--- config.mk ---
export PLATFORM = sky130hd
export DESIGN_NAME = rdbuf_pool_alloc
export DESIGN_NICKNAME = d
export VERILOG_FILES = /design/src/rtl/rdbuf_pool_pkg.sv /design/src/rtl/rdbuf_map_bank.sv /design/src/rtl/rdbuf_op_eval.sv /design/src/rtl/rdbuf_drain_seq.sv /design/src/rtl/rdbuf_pool_alloc.sv
export SDC_FILE = /design/constraint.sdc
export NUM_CORES = 1
export LEC_CHECK = 0
export ABC_AREA = 1
export BUFFER_PORTS_ARGS = -buffer_cell sky130_fd_sc_hd__buf_2
export CAP_MARGIN = 5
export CORE_UTILIZATION = 35
export DETAILED_ROUTE_END_ITERATION = 6
export GPL_TIMING_DRIVEN = 0
export HOLD_SLACK_MARGIN = 0.12
export PLACE_DENSITY_LB_ADDON = 0.1
export SYNTH_ARGS = -nofsm -noshare
export SYNTH_HDL_FRONTEND = slang
export SYNTH_HIERARCHICAL = 1
export SYNTH_SLANG_ARGS = --single-unit
--- constraint.sdc ---
create_clock -name clk -period 20.8 [get_ports clk]
set_input_delay 4.16 -clock clk [delete_from_list [all_inputs] [get_ports clk]]
set_output_delay 4.16 -clock clk [all_outputs]
set_load 0.02 [all_outputs]
--- src/rtl/rdbuf_pool_pkg.sv ---
`timescale 1ns/1ps
package rdbuf_pool_pkg;
  parameter int FIELDS = 8;
  parameter int FLD_W  = 4;
  parameter int MAPS   = 2;
  parameter int ID_W   = 4;
  parameter int OP_W   = 3;

  localparam int BUFS     = FIELDS * MAPS;
  localparam int MAP_W    = FIELDS * FLD_W;
  localparam int CNT_W    = $clog2(BUFS);
  localparam int BUF_IX_W = $clog2(BUFS);
  localparam int FIX_W    = $clog2(FIELDS);
  localparam int SEL_W    = $clog2(MAPS);
  localparam int EN_BIT   = FLD_W - 1;

  localparam logic [CNT_W-1:0] CNT_ONE = CNT_W'(1);

  localparam logic [OP_W-1:0] OP_CNT_OWN  = OP_W'(0);
  localparam logic [OP_W-1:0] OP_CNT_FREE = OP_W'(1);
  localparam logic [OP_W-1:0] OP_CLAIM    = OP_W'(2);
  localparam logic [OP_W-1:0] OP_RELEASE  = OP_W'(3);
  localparam logic [OP_W-1:0] OP_FLUSH    = OP_W'(4);

  typedef struct packed {
    logic [MAP_W-1:0]  map;
    logic [FIELDS-1:0] hit;
    logic [CNT_W-1:0]  cnt;
    logic              ok;
  } upd_t;

  // enabled owner code: enable bit over the upper id bits
  function automatic logic [FLD_W-1:0] owner_code(input logic [ID_W-1:0] id);
    return {1'b1, id[ID_W-1:1]};
  endfunction

  function automatic logic [CNT_W-1:0] count_free(input logic [MAP_W-1:0] m);
    logic [CNT_W-1:0] n;
    n = '0;
    for (int i = 0; i < FIELDS; i++)
      if (!m[i*FLD_W + EN_BIT]) n = n + CNT_ONE;
    return n;
  endfunction

  function automatic logic [CNT_W-1:0] count_owned(input logic [MAP_W-1:0] m,
                                                   input logic [FLD_W-1:0] code);
    logic [CNT_W-1:0] n;
    n = '0;
    for (int i = 0; i < FIELDS; i++)
      if (m[i*FLD_W +: FLD_W] == code) n = n + CNT_ONE;
    return n;
  endfunction

  function automatic upd_t claim_fields(input logic [MAP_W-1:0] m,
                                        input logic [FLD_W-1:0] code,
                                        input logic [CNT_W-1:0] want);
    upd_t r;
    r.map = m;
    r.hit = '0;
    r.cnt = '0;
    for (int i = 0; i < FIELDS; i++) begin
      if (!m[i*FLD_W + EN_BIT] && (r.cnt < want)) begin
        r.map[i*FLD_W +: FLD_W] = code;
        r.hit[i] = 1'b1;
        r.cnt    = r.cnt + CNT_ONE;
      end
    end
    r.ok = (r.cnt == want);
    return r;
  endfunction

  function automatic upd_t release_fields(input logic [MAP_W-1:0] m,
                                          input logic [FLD_W-1:0] code,
                                          input logic [CNT_W-1:0] want);
    upd_t r;
    r.map = m;
    r.hit = '0;
    r.cnt = '0;
    for (int i = 0; i < FIELDS; i++) begin
      if ((m[i*FLD_W +: FLD_W] == code) && (r.cnt < want)) begin
        r.map[i*FLD_W + EN_BIT] = 1'b0;
        r.hit[i] = 1'b1;
        r.cnt    = r.cnt + CNT_ONE;
      end
    end
    r.ok = (r.cnt == want);
    return r;
  endfunction

  function automatic logic [BUF_IX_W-1:0] lowest_set(input logic [BUFS-1:0] m);
    logic [BUF_IX_W-1:0] r;
    r = '0;
    for (int i = BUFS - 1; i >= 0; i--)
      if (m[i]) r = BUF_IX_W'(i);
    return r;
  endfunction
endpackage

--- src/rtl/rdbuf_map_bank.sv ---
`timescale 1ns/1ps
module rdbuf_map_bank
  import rdbuf_pool_pkg::*;
(
  input  logic                       clk,
  input  logic                       rst,
  input  logic                       wr_en,
  input  logic [SEL_W-1:0]           wr_sel,
  input  logic [MAP_W-1:0]           wr_data,
  output logic [MAPS-1:0][MAP_W-1:0] rd_maps
);
  for (genvar g = 0; g < MAPS; g++) begin : g_word
    logic [MAP_W-1:0] word_q;
    always_ff @(posedge clk) begin
      if (rst)
        word_q <= '0;
      else if (wr_en && (wr_sel == SEL_W'(g)))
        word_q <= wr_data;
    end
    assign rd_maps[g] = word_q;
  end
endmodule

--- src/rtl/rdbuf_op_eval.sv ---
`timescale 1ns/1ps
module rdbuf_op_eval
  import rdbuf_pool_pkg::*;
(
  input  logic [OP_W-1:0]   op,
  input  logic [ID_W-1:0]   id,
  input  logic [CNT_W-1:0]  num,
  input  logic [MAP_W-1:0]  map_in,
  output logic [MAP_W-1:0]  map_out,
  output logic [FIELDS-1:0] drain_fields,
  output logic              map_write,
  output logic [CNT_W-1:0]  cnt,
  output logic              ok
);
  logic [FLD_W-1:0] code;
  logic [FIX_W-1:0] flush_fld;
  upd_t             claim_r;
  upd_t             rel_r;

  assign code      = owner_code(id);
  assign flush_fld = num[CNT_W-1 -: FIX_W];
  assign claim_r   = claim_fields(map_in, code, num);
  assign rel_r     = release_fields(map_in, code, num);

  always_comb begin
    map_out      = map_in;
    drain_fields = '0;
    map_write    = 1'b0;
    cnt          = '0;
    ok           = 1'b0;
    case (op)
      OP_CNT_OWN: begin
        cnt = count_owned(map_in, code);
        ok  = 1'b1;
      end
      OP_CNT_FREE: begin
        cnt = count_free(map_in);
        ok  = 1'b1;
      end
      OP_CLAIM: begin
        map_out   = claim_r.map;
        map_write = 1'b1;
        cnt       = claim_r.cnt;
        ok        = claim_r.ok;
      end
      OP_RELEASE: begin
        map_out      = rel_r.map;
        map_write    = 1'b1;
        drain_fields = rel_r.hit;
        cnt          = rel_r.cnt;
        ok           = rel_r.ok;
      end
      OP_FLUSH: begin
        map_out[int'(flush_fld)*FLD_W + EN_BIT] = 1'b0;
        map_write    = 1'b1;
        drain_fields = FIELDS'(1) << flush_fld;
        ok           = 1'b1;
      end
      default: ;
    endcase
  end
endmodule

--- src/rtl/rdbuf_drain_seq.sv ---
`timescale 1ns/1ps
module rdbuf_drain_seq
  import rdbuf_pool_pkg::*;
(
  input  logic                clk,
  input  logic                rst,
  input  logic                start,
  input  logic [BUFS-1:0]     start_mask,
  input  logic [BUFS-1:0]     st_inuse,
  input  logic [BUFS-1:0]     st_valid,
  output logic [BUFS-1:0]     clr_strobe,
  output logic                fin
);
  typedef enum logic [1:0] {DR_IDLE, DR_WAIT_USE, DR_PULSE, DR_WAIT_DATA} dr_e;

  dr_e                 ph_q, ph_d;
  logic [BUFS-1:0]     pend_q, pend_d;
  logic [BUF_IX_W-1:0] cur_q, cur_d;
  logic [BUFS-1:0]     rest;
  logic                step;

  assign rest = pend_q & ~(BUFS'(1) << cur_q);

  always_comb begin
    ph_d   = ph_q;
    pend_d = pend_q;
    cur_d  = cur_q;
    step   = 1'b0;
    case (ph_q)
      DR_IDLE: begin
        if (start && (start_mask != '0)) begin
          pend_d = start_mask;
          cur_d  = lowest_set(start_mask);
          ph_d   = DR_WAIT_USE;
        end
      end
      DR_WAIT_USE: begin
        if (!st_inuse[cur_q]) begin
          if (st_valid[cur_q]) ph_d = DR_PULSE;
          else                 step = 1'b1;
        end
      end
      DR_PULSE:     ph_d = DR_WAIT_DATA;
      DR_WAIT_DATA: if (!st_valid[cur_q]) step = 1'b1;
      default:      ph_d = DR_IDLE;
    endcase
    if (step) begin
      pend_d = rest;
      if (rest == '0) begin
        ph_d = DR_IDLE;
      end else begin
        cur_d = lowest_set(rest);
        ph_d  = DR_WAIT_USE;
      end
    end
  end

  assign fin        = step && (rest == '0);
  assign clr_strobe = (ph_q == DR_PULSE) ? (BUFS'(1) << cur_q) : '0;

  always_ff @(posedge clk) begin
    if (rst) begin
      ph_q   <= DR_IDLE;
      pend_q <= '0;
      cur_q  <= '0;
    end else begin
      ph_q   <= ph_d;
      pend_q <= pend_d;
      cur_q  <= cur_d;
    end
  end
endmodule

--- src/rtl/rdbuf_pool_alloc.sv ---
`timescale 1ns/1ps
module rdbuf_pool_alloc
  import rdbuf_pool_pkg::*;
(
  input  logic              clk,
  input  logic              rst,
  input  logic              cmd_valid,
  output logic              cmd_ready,
  input  logic [OP_W-1:0]   cmd_op,
  input  logic [ID_W-1:0]   cmd_id,
  input  logic [CNT_W-1:0]  cmd_num,
  output logic              rsp_done,
  output logic [CNT_W-1:0]  rsp_count,
  output logic              rsp_ok,
  input  logic [BUFS-1:0]   buf_inuse,
  input  logic [BUFS-1:0]   buf_valid,
  output logic [BUFS-1:0]   buf_clear
);
  typedef enum logic [1:0] {ST_IDLE, ST_EXEC, ST_DRAIN, ST_RESP} st_e;

  st_e                       st_q, st_d;
  logic [OP_W-1:0]           op_q;
  logic [ID_W-1:0]           id_q;
  logic [CNT_W-1:0]          num_q;
  logic [CNT_W-1:0]          cnt_q;
  logic                      ok_q;
  logic [MAP_W-1:0]          hold_q;

  logic [MAPS-1:0][MAP_W-1:0] maps;
  logic [SEL_W-1:0]          map_sel;
  logic [MAP_W-1:0]          cur_map;
  logic [MAP_W-1:0]          ev_map;
  logic [FIELDS-1:0]         ev_fields;
  logic                      ev_write;
  logic [CNT_W-1:0]          ev_cnt;
  logic                      ev_ok;
  logic [BUFS-1:0]           drain_bufs;

  // named internal events, also watched by the checker
  logic                      cmd_accept;
  logic                      exec_now;
  logic                      seq_fin;
  logic                      restore_now;
  logic                      wr_en;
  logic [MAP_W-1:0]          wr_data;

  assign cmd_ready   = (st_q == ST_IDLE);
  assign cmd_accept  = cmd_valid && cmd_ready;
  assign exec_now    = (st_q == ST_EXEC);
  assign map_sel     = (op_q == OP_FLUSH) ? num_q[SEL_W-1:0] : id_q[SEL_W-1:0];
  assign cur_map     = maps[map_sel];
  assign restore_now = (st_q == ST_DRAIN) && seq_fin && (op_q == OP_FLUSH);
  assign wr_en       = (exec_now && ev_write) || restore_now;
  assign wr_data     = restore_now ? hold_q : ev_map;

  // field index f of word w is buffer f*MAPS + w
  always_comb begin
    drain_bufs = '0;
    for (int f = 0; f < FIELDS; f++)
      drain_bufs[f*MAPS + int'(map_sel)] = ev_fields[f];
  end

  rdbuf_map_bank u_bank (
    .clk     (clk),
    .rst     (rst),
    .wr_en   (wr_en),
    .wr_sel  (map_sel),
    .wr_data (wr_data),
    .rd_maps (maps)
  );

  rdbuf_op_eval u_eval (
    .op           (op_q),
    .id           (id_q),
    .num          (num_q),
    .map_in       (cur_map),
    .map_out      (ev_map),
    .drain_fields (ev_fields),
    .map_write    (ev_write),
    .cnt          (ev_cnt),
    .ok           (ev_ok)
  );

  rdbuf_drain_seq u_seq (
    .clk        (clk),
    .rst        (rst),
    .start      (exec_now),
    .start_mask (drain_bufs),
    .st_inuse   (buf_inuse),
    .st_valid   (buf_valid),
    .clr_strobe (buf_clear),
    .fin        (seq_fin)
  );

  always_comb begin
    st_d = st_q;
    case (st_q)
      ST_IDLE:  if (cmd_accept) st_d = ST_EXEC;
      ST_EXEC:  st_d = (drain_bufs != '0) ? ST_DRAIN : ST_RESP;
      ST_DRAIN: if (seq_fin) st_d = ST_RESP;
      ST_RESP:  st_d = ST_IDLE;
      default:  st_d = ST_IDLE;
    endcase
  end

  always_ff @(posedge clk) begin
    if (rst) begin
      st_q   <= ST_IDLE;
      op_q   <= '0;
      id_q   <= '0;
      num_q  <= '0;
      cnt_q  <= '0;
      ok_q   <= 1'b0;
      hold_q <= '0;
    end else begin
      st_q <= st_d;
      if (cmd_accept) begin
        op_q  <= cmd_op;
        id_q  <= cmd_id;
        num_q <= cmd_num;
      end
      if (exec_now) begin
        cnt_q  <= ev_cnt;
        ok_q   <= ev_ok;
        hold_q <= cur_map;
      end
    end
  end

  assign rsp_done  = (st_q == ST_RESP);
  assign rsp_count = cnt_q;
  assign rsp_ok    = ok_q;
endmodule

==> flow_summary.json, run 1 <==
{
  "cts_tree": "done",
  "seq_area_frac_synth": 0.233,
  "worstMarginPinSlew_ns": 1.02,
  "core_mm2": 0.0327,
  "outcome": "finished, final reports clean",
  "cts_sinks": 136,
  "slew_headroom": 0.316,
  "place_hpwl_mm": 30.5,
  "avgRoutedWirePerCell_um": 15.9,
  "hold_violations": 0,
  "cts_setup_buffers": 0,
  "final_antenna_net_count": 0,
  "synth_cell_types": 51,
  "clk_pin_slew_worst_paths_ns": 0.06,
  "crit_arrival_ns": 12.37,
  "dieArea_mm2": 0.0341,
  "critPathRequiredTime_ns": 21.14,
  "grt-ovfl-total": 0,
  "hp-start": "rsp_ok",
  "rsz0062_at_grt": "false",
  "track_usage": 0.239,
  "cp-start-kind": "register",
  "synth_seq_cells": 136,
  "hold_class": "register to register",
  "reg2reg_setup_slack_ns": 8.76,
  "drv_slew": 0,
  "grt_pass1_wl_mm": 62.8,
  "initial_utilization": 0.357,
  "synthTopCellsByArea": "dfxtp_1, nand2_1, nand3_1, inv_1, ha_1",
  "r2r_cells": 60,
  "layout_commonest_cell": "nand2_1",
  "syn-instance-count": 1986,
  "fillers": 3665,
  "ioPinCount": 69,
  "cts_buffer_depth": 2,
  "fin_skew_ns": 0.0143,
  "r2r-end": "u_seq/cur_q[1]",
  "cts.repair.resized": 0,
  "syn_avg_cell_area_um2": 5.88,
  "timing.final.crit_share": 0.579,
  "maxCapViolations": 0,
  "drive_gt1_frac": 0.110,
  "rows": 66,
  "grt_pass1_vias": 11500,
  "num_vias": 12600,
  "drc": 0,
  "dieHeight_um": 185,
  "root_buffer": "clkbuf_16",
  "holdBufCountCts": 0,
  "cp_slowest_cell": "nor4_1",
  "viasPerCell": 4.99,
  "die_x_um": 185,
  "gp_congestion": 0.886,
  "grt_max_degree": 19,
  "synth_top_cell_by_area": "dfxtp_1",
  "tns_ns": 0,
  "area_growth_pct": 13.0,
  "wirelength_mm": 40.1,
  "syn_area_mm2": 0.0117,
  "cts_made_buffers": 17,
  "finalSetupViolCount": 0,
  "ys_warn_count": 6,
  "most-common-layout-cells": "nand2_1, inv_1, nand3_1",
  "startpoint": "op_q[0]",
  "critical_path.most_common_cell": "inv_1",
  "port_buffers": 68,
  "clock_latency_ns": 0.43,
  "crit_fanout": 10,
  "drtIter0Drc": 1019,
  "first_pass_iters": 7,
  "hold_depth": 2,
  "max_freq_ghz": 0.0831,
  "critPathKind": "register to register",
  "yosys.area.top_type_share": 0.233,
  "holdPathEnd": "rsp_ok",
  "r2r_start": "op_q[0]",
  "antenna_found_initial": 0,
  "end_kind": "register",
  "h-tree-depth": 4,
  "cpPeakStageDelay_ns": 0.85,
  "n_antenna_cell": 0,
  "period_needed_ns": 12.04,
  "nets": 2186
}
==> metal layers <==
metal  vias to the layer above  wire [um]  GRT usage
met5                         -          0          0
met4                         0        542     0.0569
met3                        34       2250     0.0344
met2                       364      18000      0.396
met1                      5720      19300      0.324
li1                       6501          -          -
==> flip-flops by register name, indices dropped and copies added, names as in the netlist <==
signal / count
st_q: 2
u_seq/ph_q: 2
hold_q: 32
id_q: 4
rsp_ok: 1
u_seq/pend_q: 16
u_bank/g_word.word_q: 64
op_q: 3
u_seq/cur_q: 4
rsp_count: 4
num_q: 4
==> synthesized netlist by cell type (all sizes together) <==
cell     instances
mux2             2
o32a             1
clkinv           5
xnor2            4
nor3             7
o32ai            1
nand3          265
a41oi            2
inv            293
o21bai           2
nand2          562
o21ai          107
ha              66
o211ai           2
a31oi            5
nor4             3
or3              1
clkbuf          30
a31o             1
xor2            30
buf             61
nor2           225
conb             1
nand4           33
a21oi          109
dfxtp          136
o2111ai          4
a221oi           1
a211oi           8
o221ai           2
a22oi            5
nor3b            1
o22ai            5
o31ai            2
or2              4
==> per-stage QoR <==
stage               cell area [um^2]  setup slack [ns]  cells  utilization  hold slack (ns)
floorplan                      11700             11.61   1987            -            0.441
global placement               12600              8.86   2497        0.385            0.449
detailed placement             12600              8.75   2497        0.385            0.453
CTS                            13200              8.69   2529        0.404            0.462
global route                   13200              7.55   2529        0.404            0.474
finish                         13200              8.76   2529        0.404            0.463
==> critical path: cells and delay by family, from the launching register on <==
family	cells	cell delay, ns
buffers and inverters	12	1.74
adders and majority gates	6	1.52
xor gates and xnor gates	4	0.94
DFF	1	0.45
and+or+nand+nor	29	4.56
AOI/OAI and AO/OA	9	2.67
==> layout make-up <==
type	count	area, um^2	area share
multi-input combinational	1462	7360	0.558
sequential	136	2720	0.206
inverter	298	1120	0.0849
tap	442	553	0.0419
clock buffer	22	484	0.0367
buffer	91	477	0.0361
timing repair buffer	68	340	0.0258
clock inverter	10	141	0.0107
==> logic make-up after synthesis <==
group / after synthesis / synth area share
adders and majority gates: 66 / 0.0707
xor gates and xnor gates: 34 / 0.0261
AOI/OAI and AO/OA: 257 / 0.121
and+or+nand+nor: 1101 / 0.410
buffers and inverters: 389 / 0.137
DFF: 136 / 0.233
other: 1 / 0.000321
muxes: 2 / 0.00193
==> worst max-delay path by stage <==
stage / to / slack (ns) / depth (start not counted)
floorplan: u_seq/cur_q[1] / 11.61 / 60
global placement: u_seq/cur_q[1] / 8.86 / 60
detailed placement: u_seq/cur_q[1] / 8.75 / 60
CTS: u_seq/cur_q[1] / 8.69 / 60
global route: u_seq/cur_q[1] / 7.55 / 60
finish: u_seq/cur_q[1] / 8.76 / 60
Power of run 1 is not shown: default switching activity piles up to over one toggle a cycle in this logic, so the estimate is an artifact.
==> run 2: changes to the inputs <==
==> constraint.sdc (replaced) <==
create_clock -name clk -period 9.86 [get_ports clk]
set_input_delay 1.972 -clock clk [delete_from_list [all_inputs] [get_ports clk]]
set_output_delay 1.972 -clock clk [all_outputs]
set_load 0.02 [all_outputs]
==> flow_summary.json, run 2 (synthesis results as in run 1) <==
{
  "outcome": "finished, final reports clean",
  "grt_max_degree": 19,
  "grt_pass1_vias": 11600,
  "n_antenna_cell": 0,
  "root_buffer": "clkbuf_16",
  "critical_path.most_common_cell": "buf_4",
  "dieArea_mm2": 0.0341,
  "cts_buffer_depth": 2,
  "cpPeakStageDelay_ns": 0.36,
  "critPathRequiredTime_ns": 10.23,
  "clk_pin_slew_worst_paths_ns": 0.06,
  "grt_pass1_wl_mm": 63.3,
  "port_buffers": 68,
  "hold_class": "register to register",
  "first_pass_iters": 5,
  "dieHeight_um": 185,
  "avgRoutedWirePerCell_um": 16.0,
  "grt-ovfl-total": 0,
  "antenna_found_initial": 0,
  "top_regs": "u_bank/g_word.word_q (64), hold_q (32), u_seq/pend_q (16)",
  "critPathKind": "register to register",
  "end_kind": "register",
  "initial_utilization": 0.357,
  "drive_gt1_frac": 0.146,
  "finalSetupViolCount": 0,
  "fillers": 3611,
  "finalNonFillerCells": 2560,
  "drc": 0,
  "clock_latency_ns": 0.43,
  "cp-start-kind": "register",
  "track_usage": 0.241,
  "hold_violations": 0,
  "period_needed_ns": 9.31,
  "slew_headroom": 0.359,
  "wirelength_mm": 40.9,
  "worstMarginPinSlew_ns": 0.961,
  "most-common-layout-cells": "nand2_1, inv_1, nand3_1",
  "cp_slowest_cell": "dfxtp_4",
  "cts_tree": "done",
  "largest_reg_flops": 64,
  "cts_made_buffers": 17,
  "ioPinCount": 69,
  "final_antenna_net_count": 0,
  "top_register": "u_bank/g_word.word_q",
  "num_vias": 12700,
  "die_x_um": 185,
  "fin_skew_ns": 0.00998,
  "core_mm2": 0.0327,
  "gp_congestion": 0.886,
  "max_freq_ghz": 0.107,
  "cts_sinks": 136,
  "area_growth_pct": 18.5,
  "crit_arrival_ns": 9.67,
  "nets": 2217,
  "h-tree-depth": 4,
  "drv_slew": 0,
  "timing.final.crit_share": 0.944,
  "maxCapViolations": 0,
  "place_hpwl_mm": 30.5,
  "viasPerCell": 4.97,
  "crit_fanout": 8,
  "place_inst": 2497,
  "layout_commonest_cell": "nand2_1",
  "rows": 66,
  "drtIter0Drc": 957
}
-- run 2: worst max-delay path, delay by kind of cell, from the launching register on --
kind | cells | cell delay, ns
fa+ha+maj | 5 | 1.05
xor+xnor | 3 | 0.56
flops | 1 | 0.36
compound gates | 8 | 1.43
buf+inv | 17 | 1.86
simple gates | 36 | 3.92
-- run 2: layout make-up --
type	count	area, um^2	area share
multi-input combinational	1462	7710	0.557
sequential	136	2730	0.197
inverter	298	1120	0.0813
timing repair buffer	102	609	0.0440
tap	442	553	0.0400
buffer	88	489	0.0354
clock buffer	22	484	0.0350
clock inverter	10	141	0.0102
-- run 2: final timing paths --
path / start / to / slack, ns / cells after the start
worst max-delay path: op_q[1] / u_seq/pend_q[7] / 0.55 / 69
worst min register to register: u_bank/g_word[1].word_q[1] / u_bank/g_word[1].word_q[1] / 0.46 / 2
worst max register to register: op_q[1] / u_seq/pend_q[7] / 0.55 / 69
worst min-delay path: u_bank/g_word[1].word_q[1] / u_bank/g_word[1].word_q[1] / 0.46 / 2
-- run 2: stage by stage --
step	setup slack (ns)	instance area (um^2)	setup TNS, ns	hold WS, ns	utilization
6_report	0.554	13800	0	0.461	0.423
2_1_floorplan	0.666	11700	0	0.441	-
3_3_place_gp	-2.09	12600	-50.60	0.449	0.385
5_1_grt	-0.0808	13800	-0.710	0.474	0.423
4_1_cts	0.0269	13400	0	0.462	0.410
3_5_place_dp	-2.19	12600	-53.52	0.453	0.385
-- run 2: repair_timing --
action,4_1_cts,5_1_grt
cloned,0,3
buffers inserted,11,20
hold buffers,0,0
pin swaps,7,28
gates resized for setup,33,64
endpoints found under the setup margin,30,32
-- run 2: metal layers --
layer	GRT usage	share of wire	up-vias
met5	0	0	-
met4	0.0592	0.013	0
met3	0.0354	0.057	37
met2	0.401	0.45	352
met1	0.324	0.48	5762
li1	-	-	6561
Power of run 2 is left out for the same reason.
==> run 3: changes to the inputs <==
--- a/config.mk
+++ b/config.mk
@@ -6,10 +6,10 @@
 export NUM_CORES = 1
 export LEC_CHECK = 0
 export ABC_AREA = 1
-export BUFFER_PORTS_ARGS = -buffer_cell sky130_fd_sc_hd__buf_2
 export CAP_MARGIN = 5
 export CORE_UTILIZATION = 35
 export DETAILED_ROUTE_END_ITERATION = 6
+export DONT_BUFFER_PORTS = 1
 export GPL_TIMING_DRIVEN = 0
 export HOLD_SLACK_MARGIN = 0.12
 export PLACE_DENSITY_LB_ADDON = 0.1
==> flow_summary.json, run 3 (synthesis results as in run 1) <==
{
  "outcome": "finished, final reports clean",
  "finalSetupViolCount": 0,
  "gp_congestion": 0.896,
  "cp_slowest_cell": "dfxtp_2",
  "antenna_found_initial": 0,
  "critPathRequiredTime_ns": 10.19,
  "final_area_mm2": 0.0136,
  "worstMarginPinSlew_ns": 0.932,
  "num_vias": 12600,
  "crit_fanout": 6,
  "hold_class": "register to register",
  "fin_skew_ns": 0.0109,
  "cts_made_buffers": 17,
  "die_x_um": 185,
  "slew_headroom": 0.378,
  "hold_violations": 0,
  "grt_pass1_wl_mm": 64.0,
  "drtIter0Drc": 939,
  "crit_arrival_ns": 9.64,
  "drive_gt1_frac": 0.123,
  "final_antenna_net_count": 0,
  "cts_sinks": 136,
  "holdBufCountCts": 0,
  "top_register": "u_bank/g_word.word_q",
  "ioPinCount": 69,
  "clock_latency_ns": 0.43,
  "critical_path.most_common_cell": "nand2_1",
  "maxCapViolations": 0,
  "max_freq_ghz": 0.107,
  "top_regs": "u_bank/g_word.word_q (64), hold_q (32), u_seq/pend_q (16)",
  "wirelength_mm": 41.6,
  "dieHeight_um": 185,
  "initial_utilization": 0.357,
  "port_buffers": 0,
  "place_hpwl_mm": 30.5,
  "cts_buffer_depth": 2,
  "drc": 0,
  "cp-start-kind": "register",
  "cpPeakStageDelay_ns": 0.35,
  "most-common-layout-cells": "nand2_1, inv_1, nand3_1",
  "core_mm2": 0.0327,
  "h-tree-depth": 4,
  "largest_reg_flops": 64,
  "rows": 66,
  "rsz0062_at_grt": "true",
  "post-place-ws_ns": -2.25,
  "track_usage": 0.243,
  "end_kind": "register",
  "clk_pin_slew_worst_paths_ns": 0.06,
  "avgRoutedWirePerCell_um": 16.6,
  "grt_max_degree": 19,
  "n_antenna_cell": 0,
  "cts_tree": "done",
  "dieArea_mm2": 0.0341,
  "timing.final.crit_share": 0.944,
  "drv_slew": 0,
  "tns_ns": 0,
  "grt_pass1_vias": 11600,
  "grt-ovfl-total": 0,
  "first_pass_iters": 5,
  "critPathKind": "register to register",
  "viasPerCell": 5.06,
  "placed_area_mm2": 0.0122,
  "setup_ws_ns": 0.549,
  "layout_commonest_cell": "nand2_1",
  "area_growth_pct": 16.4,
  "nets": 2155,
  "root_buffer": "clkbuf_16",
  "period_needed_ns": 9.31
}
-- run 3: cell types whose count changed in the layout (fill, tap and decap cells not counted), sizes merged --
cell      delta
clkinvlp     -4
buf         -65
bufinv       +2
clkinv       +3
nand2        +2
-- run 3: cell type report --
class,count,area (um^2)
multi-input combinational,1464,7730
inverter,298,1120
clock buffer,21,480
tap,442,553
buffer,88,480
sequential,136,2730
clock inverter,11,193
fill,3625,19100
timing repair buffer,38,303
-- run 3: per-layer routing --
layer | global-route usage | vias up | wire length (um)
li1 | - | 6442 | -
met1 | 0.324 | 5773 | 19700
met2 | 0.403 | 364 | 18800
met3 | 0.0346 | 50 | 2220
met4 | 0.0724 | 0 | 835
met5 | 0 | - | 0
-- run 3: final timing paths --
| check | from | slack, ns | cells after the start | endpoint |
|---|---|---|---|---|
| max | op_q[1] | 0.55 | 66 | u_seq/pend_q[2] |
| min | u_bank/g_word[1].word_q[26] | 0.46 | 2 | u_bank/g_word[1].word_q[26] |
| max reg2reg | op_q[1] | 0.55 | 66 | u_seq/pend_q[2] |
| min reg2reg | u_bank/g_word[1].word_q[26] | 0.46 | 2 | u_bank/g_word[1].word_q[26] |
-- run 3: stage by stage --
stage	hold WS, ns	util	std cells
2_1_floorplan	0.441	-	1987
3_3_place_gp	0.449	0.374	2429
3_5_place_dp	0.452	0.374	2429
4_1_cts	0.462	0.400	2465
5_1_grt	0.479	0.416	2498
6_report	0.459	0.416	2498
-- run 3: what timing repair did --
| action | in CTS | in global routing |
|---|---|---|
| pin swaps | 9 | 29 |
| setup buffers | 6 | 30 |
| resized for setup | 32 | 65 |
| gates cloned | 0 | 4 |
| endpoints found under the setup margin | 37 | 35 |
-- run 3: worst max-delay path, delay by kind of cell (launching register included) --
| kind | cells | cell delay (ns) |
|---|---|---|
| buf+inv | 12 | 1.41 |
| simple gates | 37 | 3.89 |
| xor+xnor | 3 | 0.55 |
| fa+ha+maj | 6 | 1.50 |
| compound gates | 7 | 1.12 |
| mux | 1 | 0.34 |
| flops | 1 | 0.35 |
Power of run 3 is left out for the same reason.
